`src/rtl/rn_pkg.sv`:
```
package rn_pkg;
  typedef enum logic [1:0] {
    ZN_INT  = 2'd0,
    ZN_FP   = 2'd1,
    ZN_MISC = 2'd2
  } rn_zone_e;
endpackage

```
`src/rtl/rn_zone_decode.sv`:
```
module rn_zone_decode
  import rn_pkg::*;
#(
  parameter int N_INT_LOG = 8,
  parameter int N_FP_LOG  = 8,
  parameter int AW        = 5
) (
  input  logic [AW-1:0] arch,
  output rn_zone_e      zone
);
  localparam int NL = N_INT_LOG + N_FP_LOG;

  always_comb begin
    if (int'(arch) < N_INT_LOG)  zone = ZN_INT;
    else if (int'(arch) < NL)    zone = ZN_FP;
    else                         zone = ZN_MISC;
  end
endmodule

```
`src/rtl/rn_map_table.sv`:
```
module rn_map_table #(
  parameter int N_INT_LOG = 8,
  parameter int N_FP_LOG  = 8,
  parameter int PW        = 6,
  parameter int INT_BASE  = 0,
  parameter int FP_BASE   = 16,
  parameter int TW        = 4
) (
  input  logic          clk,
  input  logic          rst_n,
  input  logic [TW-1:0] rd0_idx,
  output logic [PW-1:0] rd0_data,
  input  logic [TW-1:0] rd1_idx,
  output logic [PW-1:0] rd1_data,
  input  logic          wr_en,
  input  logic [TW-1:0] wr_idx,
  input  logic [PW-1:0] wr_data
);
  localparam int NL = N_INT_LOG + N_FP_LOG;

  logic [PW-1:0] mem [NL];

  function automatic logic [PW-1:0] boot_map(input int e);
    if (e < N_INT_LOG) return PW'(INT_BASE + e);
    return PW'(FP_BASE + e - N_INT_LOG);
  endfunction

  always_ff @(posedge clk or negedge rst_n) begin
    if (!rst_n) begin
      for (int e = 0; e < NL; e++) mem[e] <= boot_map(e);
    end else if (wr_en) begin
      mem[wr_idx] <= wr_data;
    end
  end

  assign rd0_data = mem[rd0_idx];
  assign rd1_data = mem[rd1_idx];

  // a write issued in one cycle is visible in storage the next
  assert_write_lands_R2: assert property (@(posedge clk) disable iff (!rst_n)
    (wr_en && rst_n) |=> mem[$past(wr_idx)] == $past(wr_data));
endmodule

```
`src/rtl/rn_release_route.sv`:
```
module rn_release_route #(
  parameter int N_INT_PHYS = 16,
  parameter int N_FP_PHYS  = 16,
  parameter int PW         = 6,
  parameter int IPW        = 4,
  parameter int FPW        = 4,
  parameter int CW         = 5
) (
  input  logic           clk,
  input  logic           rst_n,
  input  logic           rel_valid,
  input  logic [PW-1:0]  rel_phys,
  output logic           int_ret_valid,
  output logic [IPW-1:0] int_ret_idx,
  output logic           fp_ret_valid,
  output logic [FPW-1:0] fp_ret_idx,
  input  logic [CW-1:0]  int_cnt,
  input  logic [CW-1:0]  fp_cnt,
  output logic [CW-1:0]  cap_left
);
  localparam int NP = N_INT_PHYS + N_FP_PHYS;

  function automatic logic [FPW-1:0] fp_local(input logic [PW-1:0] p);
    return FPW'(int'(p) - N_INT_PHYS);
  endfunction

  logic in_int_range, in_fp_range;

  assign in_int_range  = int'(rel_phys) < N_INT_PHYS;
  assign in_fp_range   = !in_int_range && (int'(rel_phys) < NP);
  assign int_ret_valid = rel_valid && in_int_range;
  assign fp_ret_valid  = rel_valid && in_fp_range;
  assign int_ret_idx   = IPW'(rel_phys);
  assign fp_ret_idx    = fp_local(rel_phys);
  assign cap_left      = (int_cnt < fp_cnt) ? int_cnt : fp_cnt;

  // a freed register goes to at most one pool
  assert_single_pool_R10: assert property (@(posedge clk) disable iff (!rst_n)
    !(int_ret_valid && fp_ret_valid));

  // capacity never exceeds either pool and matches one of them
  assert_cap_bound_R9: assert property (@(posedge clk) disable iff (!rst_n)
    (cap_left <= int_cnt) && (cap_left <= fp_cnt) &&
    ((cap_left == int_cnt) || (cap_left == fp_cnt)));
endmodule

```
`src/rtl/regmap_rename.sv`:
```
module regmap_rename
  import rn_pkg::*;
#(
  parameter int N_INT_LOG  = 8,
  parameter int N_FP_LOG   = 8,
  parameter int N_MISC     = 4,
  parameter int N_INT_PHYS = 16,
  parameter int N_FP_PHYS  = 16,
  parameter int INT_ZERO   = 0,
  parameter int FP_ZERO    = 8,
  parameter int INT_BASE   = 0,
  parameter int FP_BASE    = 16,
  parameter int AW  = $clog2(N_INT_LOG + N_FP_LOG + N_MISC),
  parameter int PW  = $clog2(N_INT_PHYS + N_FP_PHYS + N_MISC),
  parameter int IPW = $clog2(N_INT_PHYS),
  parameter int FPW = $clog2(N_FP_PHYS),
  parameter int CW  = $clog2(((N_INT_PHYS > N_FP_PHYS) ? N_INT_PHYS : N_FP_PHYS) + 1)
) (
  input  logic           clk,
  input  logic           rst_n,
  input  logic           ren_valid,
  input  logic [AW-1:0]  ren_arch,
  output logic           ren_ready,
  output logic [PW-1:0]  ren_new,
  output logic [PW-1:0]  ren_prev,
  input  logic [AW-1:0]  lk_arch,
  output logic [PW-1:0]  lk_phys,
  input  logic           set_valid,
  input  logic [AW-1:0]  set_arch,
  input  logic [PW-1:0]  set_phys,
  input  logic           int_avail,
  input  logic [IPW-1:0] int_grant,
  output logic           int_take,
  input  logic           fp_avail,
  input  logic [FPW-1:0] fp_grant,
  output logic           fp_take,
  input  logic           rel_valid,
  input  logic [PW-1:0]  rel_phys,
  output logic           int_ret_valid,
  output logic [IPW-1:0] int_ret_idx,
  output logic           fp_ret_valid,
  output logic [FPW-1:0] fp_ret_idx,
  input  logic [CW-1:0]  int_free_cnt,
  input  logic [CW-1:0]  fp_free_cnt,
  output logic [CW-1:0]  cap_left
);
  localparam int NL = N_INT_LOG + N_FP_LOG;
  localparam int NP = N_INT_PHYS + N_FP_PHYS;
  localparam int TW = (NL > 1) ? $clog2(NL) : 1;

  // fixed slot of a miscellaneous register above all physical registers
  function automatic logic [PW-1:0] misc_slot(input logic [AW-1:0] a);
    return PW'(int'(a) - NL + NP);
  endfunction

  // floating-point pool hands out local indices; place them after integers
  function automatic logic [PW-1:0] fp_unified(input logic [FPW-1:0] g);
    return PW'(int'(g) + N_INT_PHYS);
  endfunction

  function automatic logic is_zero_reg(input logic [AW-1:0] a);
    return (int'(a) == INT_ZERO) || (int'(a) == FP_ZERO);
  endfunction

  rn_zone_e ren_zone, lk_zone, set_zone;

  rn_zone_decode #(.N_INT_LOG(N_INT_LOG), .N_FP_LOG(N_FP_LOG), .AW(AW))
    u_ren_zone (.arch(ren_arch), .zone(ren_zone));
  rn_zone_decode #(.N_INT_LOG(N_INT_LOG), .N_FP_LOG(N_FP_LOG), .AW(AW))
    u_lk_zone  (.arch(lk_arch),  .zone(lk_zone));
  rn_zone_decode #(.N_INT_LOG(N_INT_LOG), .N_FP_LOG(N_FP_LOG), .AW(AW))
    u_set_zone (.arch(set_arch), .zone(set_zone));

  // named internal events
  logic          ren_zero, need_int, need_fp, pool_ok, ren_fire, set_hit;
  logic          wr_en;
  logic [TW-1:0] wr_idx;
  logic [PW-1:0] wr_data, ren_rd, lk_rd;

  assign ren_zero  = (ren_zone != ZN_MISC) && is_zero_reg(ren_arch);
  assign need_int  = (ren_zone == ZN_INT) && !ren_zero;
  assign need_fp   = (ren_zone == ZN_FP)  && !ren_zero;
  assign pool_ok   = need_int ? int_avail : (need_fp ? fp_avail : 1'b1);
  assign ren_ready = !set_valid && pool_ok;
  assign ren_fire  = ren_valid && ren_ready;
  assign int_take  = ren_fire && need_int;
  assign fp_take   = ren_fire && need_fp;

  always_comb begin
    if (ren_zone == ZN_MISC) ren_new = misc_slot(ren_arch);
    else if (ren_zero)       ren_new = PW'(ren_arch);
    else if (need_int)       ren_new = PW'(int_grant);
    else                     ren_new = fp_unified(fp_grant);
  end

  assign ren_prev = (ren_zone == ZN_MISC) ? misc_slot(ren_arch) : ren_rd;
  assign lk_phys  = (lk_zone == ZN_MISC)  ? misc_slot(lk_arch)  : lk_rd;

  assign set_hit = set_valid && (set_zone != ZN_MISC);
  assign wr_en   = set_hit || (ren_fire && (need_int || need_fp));
  assign wr_idx  = set_hit ? TW'(set_arch) : TW'(ren_arch);
  assign wr_data = set_hit ? set_phys : ren_new;

  rn_map_table #(
    .N_INT_LOG(N_INT_LOG), .N_FP_LOG(N_FP_LOG), .PW(PW),
    .INT_BASE(INT_BASE), .FP_BASE(FP_BASE), .TW(TW)
  ) u_table (
    .clk(clk), .rst_n(rst_n),
    .rd0_idx(TW'(ren_arch)), .rd0_data(ren_rd),
    .rd1_idx(TW'(lk_arch)),  .rd1_data(lk_rd),
    .wr_en(wr_en), .wr_idx(wr_idx), .wr_data(wr_data)
  );

  rn_release_route #(
    .N_INT_PHYS(N_INT_PHYS), .N_FP_PHYS(N_FP_PHYS), .PW(PW),
    .IPW(IPW), .FPW(FPW), .CW(CW)
  ) u_release (
    .clk(clk), .rst_n(rst_n),
    .rel_valid(rel_valid), .rel_phys(rel_phys),
    .int_ret_valid(int_ret_valid), .int_ret_idx(int_ret_idx),
    .fp_ret_valid(fp_ret_valid), .fp_ret_idx(fp_ret_idx),
    .int_cnt(int_free_cnt), .fp_cnt(fp_free_cnt), .cap_left(cap_left)
  );

  // a pool is only drawn from when it offers a register
  assert_int_take_avail_R6: assert property (@(posedge clk) disable iff (!rst_n)
    int_take |-> int_avail);
  assert_fp_take_avail_R6: assert property (@(posedge clk) disable iff (!rst_n)
    fp_take |-> fp_avail);

  // the two pools are never drawn from in the same cycle
  assert_one_take_R6: assert property (@(posedge clk) disable iff (!rst_n)
    $countones({int_take, fp_take}) <= 1);

  // a recovery write blocks renaming
  assert_set_blocks_R8: assert property (@(posedge clk) disable iff (!rst_n)
    set_valid |-> !ren_ready);

  // floating-point renames land in the floating-point physical range
  assert_fp_range_R3: assert property (@(posedge clk) disable iff (!rst_n)
    fp_take |-> (int'(ren_new) >= N_INT_PHYS) && (int'(ren_new) < NP));

  // miscellaneous registers report one fixed slot above physical space
  assert_misc_fixed_R5: assert property (@(posedge clk) disable iff (!rst_n)
    (ren_valid && ren_zone == ZN_MISC) |->
      (ren_new == ren_prev) && (int'(ren_new) >= NP) && !int_take && !fp_take);

  // the integer zero register renames to itself
  assert_int_zero_self_R4: assert property (@(posedge clk) disable iff (!rst_n)
    (ren_fire && int'(ren_arch) == INT_ZERO) |-> int'(ren_new) == INT_ZERO);
endmodule

```
`config.mk`:
```
export PLATFORM = sky130hd
export DESIGN_NAME = regmap_rename
export DESIGN_NICKNAME = d
export VERILOG_FILES = /design/src/rtl/rn_pkg.sv /design/src/rtl/rn_zone_decode.sv /design/src/rtl/rn_map_table.sv /design/src/rtl/rn_release_route.sv /design/src/rtl/regmap_rename.sv
export SDC_FILE = /design/constraint.sdc
export NUM_CORES = 1
export LEC_CHECK = 0
export ABC_AREA = 1
export ABC_CLOCK_PERIOD_IN_PS = 2450
export BUFFER_PORTS_ARGS = -buffer_cell sky130_fd_sc_hd__buf_2
export CAP_MARGIN = 10
export CORE_ASPECT_RATIO = 0.5
export CORE_MARGIN = 5
export CORE_UTILIZATION = 50
export DETAILED_ROUTE_END_ITERATION = 8
export PLACE_DENSITY = 0.69
export SYNTH_ARGS = -nofsm -noshare
export SYNTH_HDL_FRONTEND = slang
export SYNTH_SLANG_ARGS = --single-unit
```
`constraint.sdc`:
```
create_clock -name clk -period 2.45 [get_ports clk]
set_input_delay 0.49 -clock clk [delete_from_list [all_inputs] [get_ports clk]]
set_output_delay 0.49 -clock clk [all_outputs]
set_load 0.02 [all_outputs]
```
==> impl_metrics.env, run 1 <==
export IMPL_status="finished, final reports clean"
export IMPL_die_w_um=171.8
export IMPL_routed_wl_um=21540
export IMPL_ir_drop_uv=353.2
export IMPL_areaGrowthSynthToFinish_pct=14.55
export IMPL_fin_crit_sh_pct=94.25
export IMPL_most_common_layout_cells="444 x nand2_1, 110 x nand3_1, 74 x buf_2"
export IMPL_cts_hold_buffers=0
export IMPL_first_global_vias=6321
export IMPL_compound_gate_portion_of_the_synthesized_area_pct=14.65
export IMPL_synth_top_cell_area_share_pct=25.47
export IMPL_ant_nets=0
export IMPL_grt_setup_unrepaired="no"
export IMPL_row_count=29
export IMPL_remaining_overflow_grt=0
export IMPL_grt_util_all_layers_pct=27.37
export IMPL_cts_inserted_buffers=9
export IMPL_grt_first_pass_wirelength_um=33580
export IMPL_largest_reg_by_ff_count="u_table.mem"
export IMPL_critical_path_startpoint_type="primary input"
export IMPL_setup_violations=0
export IMPL_pwr_share_clk_pct=25.0
export IMPL_io_pins=88
export IMPL_synthesis_area_mm2=0.006543
export IMPL_drc=0
export IMPL_multiplexer_share_of_the_synthesized_area_pct=0
export IMPL_layout_top_registers="u_table.mem x96"
export IMPL_dieArea_mm2=0.01561
export IMPL_drt_wirelength_per_cell_um=17.36
export IMPL_design_internal_power_mw=3.431
export IMPL_synth_xor_area_share_pct=0
export IMPL_synthesis_instances=995
export IMPL_insertion_delay_ps=350
export IMPL_fin_skew_ps=0
export IMPL_syn_nets=1051
export IMPL_die_y_um=90.89
export IMPL_worst_slew_margin_rel_pct=52.23
export IMPL_post_synth_cell_area_avg_um2=6.575
export IMPL_switching_share_pct=37.95
export IMPL_synth_area_leaders="nand2_1 25%, dfrtp_1 24%, dfstp_2 13%"
export IMPL_share_comb_of_total_power_pct=28.9
export IMPL_timing_final_ws_setup_ps=140.9
export IMPL_final_hold_violation_count=0
export IMPL_netSwitchingPower_mw=2.098
export IMPL_detailedRoute_firstIterationViolations=679
export IMPL_finalWorstPathRequiredPeriod_ps=2309
export IMPL_synthFlopType="dfrtp_1"
export IMPL_pre_cts_slack_ps=59.01
export IMPL_cts_num_sinks=96
export IMPL_antenna_found_initial=0
export IMPL_hpwlAfterDp_um=15490
export IMPL_maximum_number_of_pins_on_one_net_before_global_route_repair=64
export IMPL_synth_enable_flop_cells=0
export IMPL_initial_core_util_pct=51.37
export IMPL_cellLeakagePower_nw=3.920
export IMPL_setup_tns_final_ps=0
export IMPL_worstPathRequired_ps=1960
export IMPL_p_per_area_mw_per_mm2=737.8
export IMPL_detailedRoute_firstPassIterationCount=6
export IMPL_final_layout_size_suffix_gt1_share_pct=18.58
export IMPL_ctsHtreeMaxLevel=3
export IMPL_port_buffer_count=75
export IMPL_final_replace_weighted_congestion=0.9444
export IMPL_clock_path_buffers=2
export IMPL_max_freq_mhz=433.1
export IMPL_synthSimpleGateAreaFrac_pct=37.64
export IMPL_clock_tree_root_cell="clkbuf_16"
export IMPL_clock_tree_from_tritoncts="built"
export IMPL_worstMarginPinSlew_ps=716.6
export IMPL_core_area_mm2=0.01274
export IMPL_path_max_fanout=12
export IMPL_synth_async_reset_ratio_pct=100.0
export IMPL_largest_register_ff_count=96
export IMPL_largest_family_of_logic_cells_by_synthesized_area="simple AND/OR/NAND/NOR gates"
export IMPL_min_delay_path_class="in -> async"
export IMPL_n_antenna_cell=0
export IMPL_finalMaxSlewViolations=0
export IMPL_final_net_count=1122
export IMPL_synth_adder_area_share_pct=0.7650
export IMPL_worstPathArrival_ps=1820
export IMPL_max_cap_violations=0
export IMPL_path_clk_slew_ps=70
export IMPL_synth_largest_area_cell="nand2_1"
export IMPL_share_seq_of_total_power_pct=46.2
export IMPL_yosys_cell_types_count=32
export IMPL_layout_cells_most_common="nand2_1"
export IMPL_viasPerCell=5.593
export IMPL_crit_path_end_kind="primary output"
export IMPL_routed_vias=6941
export IMPL_criticalPathCategory="in -> out"
export IMPL_yosys_synthesis_warning_count=0
export IMPL_ys_ff_latch=96
export IMPL_synth_yosys_seq_area_share_pct=37.33
worst max-delay path, stage by stage:
cell and delay [ps]:
buf_2 280, clkinvlp_4 250, buf_4 200, nand3_1 80, nand3_1 190, nand2_1 140, buf_2 170
metal layers:
| layer | part of all wire [%] | vias up | GRT usage, % | wire [µm] |
|---|---|---|---|---|
| met4 | 0.95 | 0 | 5.232 | 204 |
| met5 | 0 | - | 0 | 0 |
| met1 | 44 | 3256 | 40.30 | 9518 |
| li1 | - | 3321 | - | - |
| met2 | 44 | 342 | 41.26 | 9440 |
| met3 | 11 | 22 | 6.428 | 2377 |
area by class of cell:
type                    instances  area (µm²)
fillers                      1250        5241
flip-flops and latches         96        2442
repair buffers                120       790.8
clock buffers                   9       225.2
clock inverters                 7       52.55
multi-input cells             760        3471
inverters                      79       300.3
well taps                     170       212.7
Yosys cell counts (11+ instances only):
library cell / count
nor2_1: 36
a21oi_1: 49
buf_2: 11
inv_1: 70
clkbuf_1: 26
buf_4: 15
nand3_1: 110
dfstp_2: 32
nand2_1: 444
dfrtp_1: 64
o211ai_1: 34
o21ai_0: 53
power by group through the flow:
stage	clock network (mW)	registers, mW	logic [mW]
final	1.38	2.55	1.60
after detailed placement	0	2.55	1.57
after global placement	0	2.54	1.53
after global routing	1.46	2.60	1.80
after CTS	1.39	2.53	1.57
after floorplan	0	2.40	1.13
through the flow:
step           cells  total power [mW]  area (µm²)  hold slack (ps)  util (%)
2_1_floorplan    995             3.526        6543            194.4         -
3_3_place_gp    1220             4.072        7176            451.8     56.34
3_5_place_dp    1220             4.114        7176            459.1     56.34
4_1_cts         1236             5.498        7453            127.1     58.52
5_1_grt         1241             5.858        7495            153.8     58.85
6_report        1241             5.529        7495            120.7     58.85
final timing paths:
path | start | to | slack, ps | cells past startpoint
worst min register to register | u_table.mem[28] | u_table.mem[28] | 470 | 2
min in group clk | u_table.mem[28] | u_table.mem[28] | 470 | 2
worst max register to register | u_table.mem[25] | u_table.mem[25] | 1690 | 2
worst max-delay path | lk_arch[2] | lk_phys[4] | 140 | 7
max in group asynchronous | rst_n | u_table.mem[84] | 1600 | 2
worst min-delay path | rst_n | u_table.mem[39] | 120 | 1
cell families after synthesis:
family | count (synthesis)
buffers and inverters | 139
AOI/OAI and AO/OA | 152
DFF | 96
adders and majority gates | 4
and+or+nand+nor | 604
repair_timing:
item | 4_1_cts | 5_1_grt
endpoints found under the setup margin | 0 | 6
resized for setup | 0 | 1
setup buffers | 0 | 5
Power figures use the tool's default switching activity.
==> run 2, diff against run 1 <==
Settings changed: CORE_UTILIZATION 50 to 30, PLACE_DENSITY 0.69 to 0.45.
==> impl_metrics.env, run 2 (synthesis gave the netlist of run 1 again) <==
export IMPL_core_area_mm2=0.02154
export IMPL_io_pins=88
export IMPL_clock_path_buffers=2
export IMPL_worstMarginPinSlew_ps=631.4
export IMPL_design_area_mm2=0.007720
export IMPL_routed_vias=6830
export IMPL_cts_inserted_buffers=9
export IMPL_die_y_um=114.4
export IMPL_remaining_overflow_grt=0
export IMPL_hpwlAfterDp_um=17880
export IMPL_setup_tns_final_ps=0
export IMPL_worstPathRequired_ps=1960
export IMPL_switching_share_pct=36.40
export IMPL_routed_wl_um=25090
export IMPL_finalWorstPathRequiredPeriod_ps=2279
export IMPL_dieArea_mm2=0.02504
export IMPL_m1WireLength_um=12570
export IMPL_final_replace_weighted_congestion=0.8603
export IMPL_critical_path_startpoint_type="flop"
export IMPL_areaGrowthSynthToFinish_pct=18.00
export IMPL_setup_worst_path_start="u_table.mem[16]"
export IMPL_detailedRoute_firstPassIterationCount=5
export IMPL_worst_hold_slack_ps=52.85
export IMPL_wl_met3_um=1294
export IMPL_crit_path_end_kind="primary output"
export IMPL_port_buffer_count=75
export IMPL_cts_num_sinks=96
export IMPL_min_delay_path_class="in -> async"
export IMPL_ir_drop_uv=402.1
export IMPL_met2RoutedLength_um=10710
export IMPL_maximum_number_of_pins_on_one_net_before_global_route_repair=64
export IMPL_path_max_fanout=2
export IMPL_max_cap_violations=0
export IMPL_cts_hold_buffers=0
export IMPL_design_internal_power_mw=3.734
export IMPL_ant_nets=0
export IMPL_grt_first_pass_wirelength_um=39170
export IMPL_worstPathArrival_ps=1790
export IMPL_die_w_um=218.8
export IMPL_fin_crit_sh_pct=93.04
export IMPL_drt_wirelength_per_cell_um=18.33
export IMPL_p_per_area_mw_per_mm2=760.4
export IMPL_layout_top_registers="u_table.mem x96"
export IMPL_netSwitchingPower_mw=2.137
export IMPL_viasPerCell=4.989
export IMPL_clock_tree_root_cell="clkbuf_16"
export IMPL_fillers=2355
export IMPL_final_hold_violation_count=0
export IMPL_status="finished, final reports clean"
export IMPL_power_mw=5.871
export IMPL_largest_register_ff_count=96
export IMPL_pre_cts_slack_ps=17.88
export IMPL_row_count=38
export IMPL_largest_reg_by_ff_count="u_table.mem"
export IMPL_criticalPathCategory="reg -> out"
export IMPL_worst_r2r_setup_slack_ps=1680
export IMPL_final_net_count=1119
export IMPL_grt_setup_unrepaired="no"
export IMPL_worst_slew_margin_rel_pct=57.75
export IMPL_first_global_vias=6559
export IMPL_share_comb_of_total_power_pct=28.0
export IMPL_path_clk_slew_ps=60
export IMPL_placed_instance_area_mm2=0.007373
export IMPL_max_freq_mhz=438.7
export IMPL_insertion_delay_ps=360
export IMPL_finalMaxSlewViolations=0
export IMPL_top_metal_used="met4"
export IMPL_timing_final_ws_setup_ps=170.5
export IMPL_clock_tree_from_tritoncts="built"
export IMPL_initial_core_util_pct=30.38
export IMPL_drc=0
export IMPL_detailedRoute_firstIterationViolations=676
export IMPL_share_seq_of_total_power_pct=44.1
export IMPL_layout_cells_most_common="nand2_1"
export IMPL_antenna_found_initial=1
export IMPL_cellLeakagePower_nw=3.942
export IMPL_most_common_layout_cells="443 x nand2_1, 110 x nand3_1, 74 x buf_2"
export IMPL_grt_util_all_layers_pct=20.63
export IMPL_pwr_share_clk_pct=27.9
export IMPL_ctsHtreeMaxLevel=3
export IMPL_fin_skew_ps=0
export IMPL_crit_reg2reg_launch="u_table.mem[50]"
export IMPL_final_layout_size_suffix_gt1_share_pct=18.26
export IMPL_setup_violations=0
run 2: cell count changes in the layout (fill, tap and decap cells not counted):
cell / before / now
diode_2: 0 / 1
clkinvlp_4: 2 / 1
inv_1: 69 / 70
buf_4: 40 / 35
clkbuf_1: 0 / 1
buf_12: 6 / 8
inv_6: 4 / 0
bufinv_16: 0 / 3
nand2_1: 444 / 443
nand2_2: 4 / 5
run 2: stage by stage:
| step | util, % | std cells |
|---|---|---|
| floorplan | - | 995 |
| global placement | 34.23 | 1351 |
| detailed placement | 34.23 | 1351 |
| CTS | 35.80 | 1367 |
| global route | 35.84 | 1369 |
| finish | 35.84 | 1369 |
run 2: final cells by class:
type / count / area, µm² / share of cell area (%)
Multi-Input combinational cell: 760 / 3473 / 44.99
Sequential cell: 96 / 2442 / 31.64
Timing Repair Buffer: 117 / 793.3 / 10.28
Tap cell: 300 / 375.4 / 4.862
Inverter: 79 / 296.5 / 3.841
Clock buffer: 10 / 229.0 / 2.966
Clock inverter: 6 / 107.6 / 1.394
Antenna cell: 1 / 2.502 / 0.03241
run 2: power by group through the flow:
stage	Combinational, mW	Clock, mW	Sequential, mW
2_1_floorplan	1.13	0	2.40
3_3_place_gp	1.62	0	2.60
3_5_place_dp	1.64	0	2.59
4_1_cts	1.64	1.68	2.58
5_1_grt	1.87	1.75	2.65
6_report	1.64	1.64	2.59
run 2: worst max-delay path, cell delays in order (launching register included):
cell	delay, ps
dfstp_2	540
inv_1	70
a21oi_1	120
o21ai_0	90
nand3_1	110
nand3_1	160
nand2_1	170
buf_2	190
run 2: final timing paths:
path,end,depth (start not counted)
max in group asynchronous,u_table.mem[10],2
min reg2reg,u_table.mem[4],2
max,ren_prev[4],7
min in group clk,u_table.mem[4],2
min,u_table.mem[38],1
max reg2reg,u_table.mem[50],2
run 2: metal layers:
metal / global-route usage (%) / vias to the layer above
li1: - / 3321
met1: 30.59 / 3264
met2: 30.72 / 209
met3: 4.016 / 36
met4: 5.518 / 0
met5: 0 / -
run 2: repair_timing:
action / 4_1_cts / 5_1_grt
setup buffers: 0 / 1
resized for setup: 0 / 0
setup endpoints to repair: 0 / 5
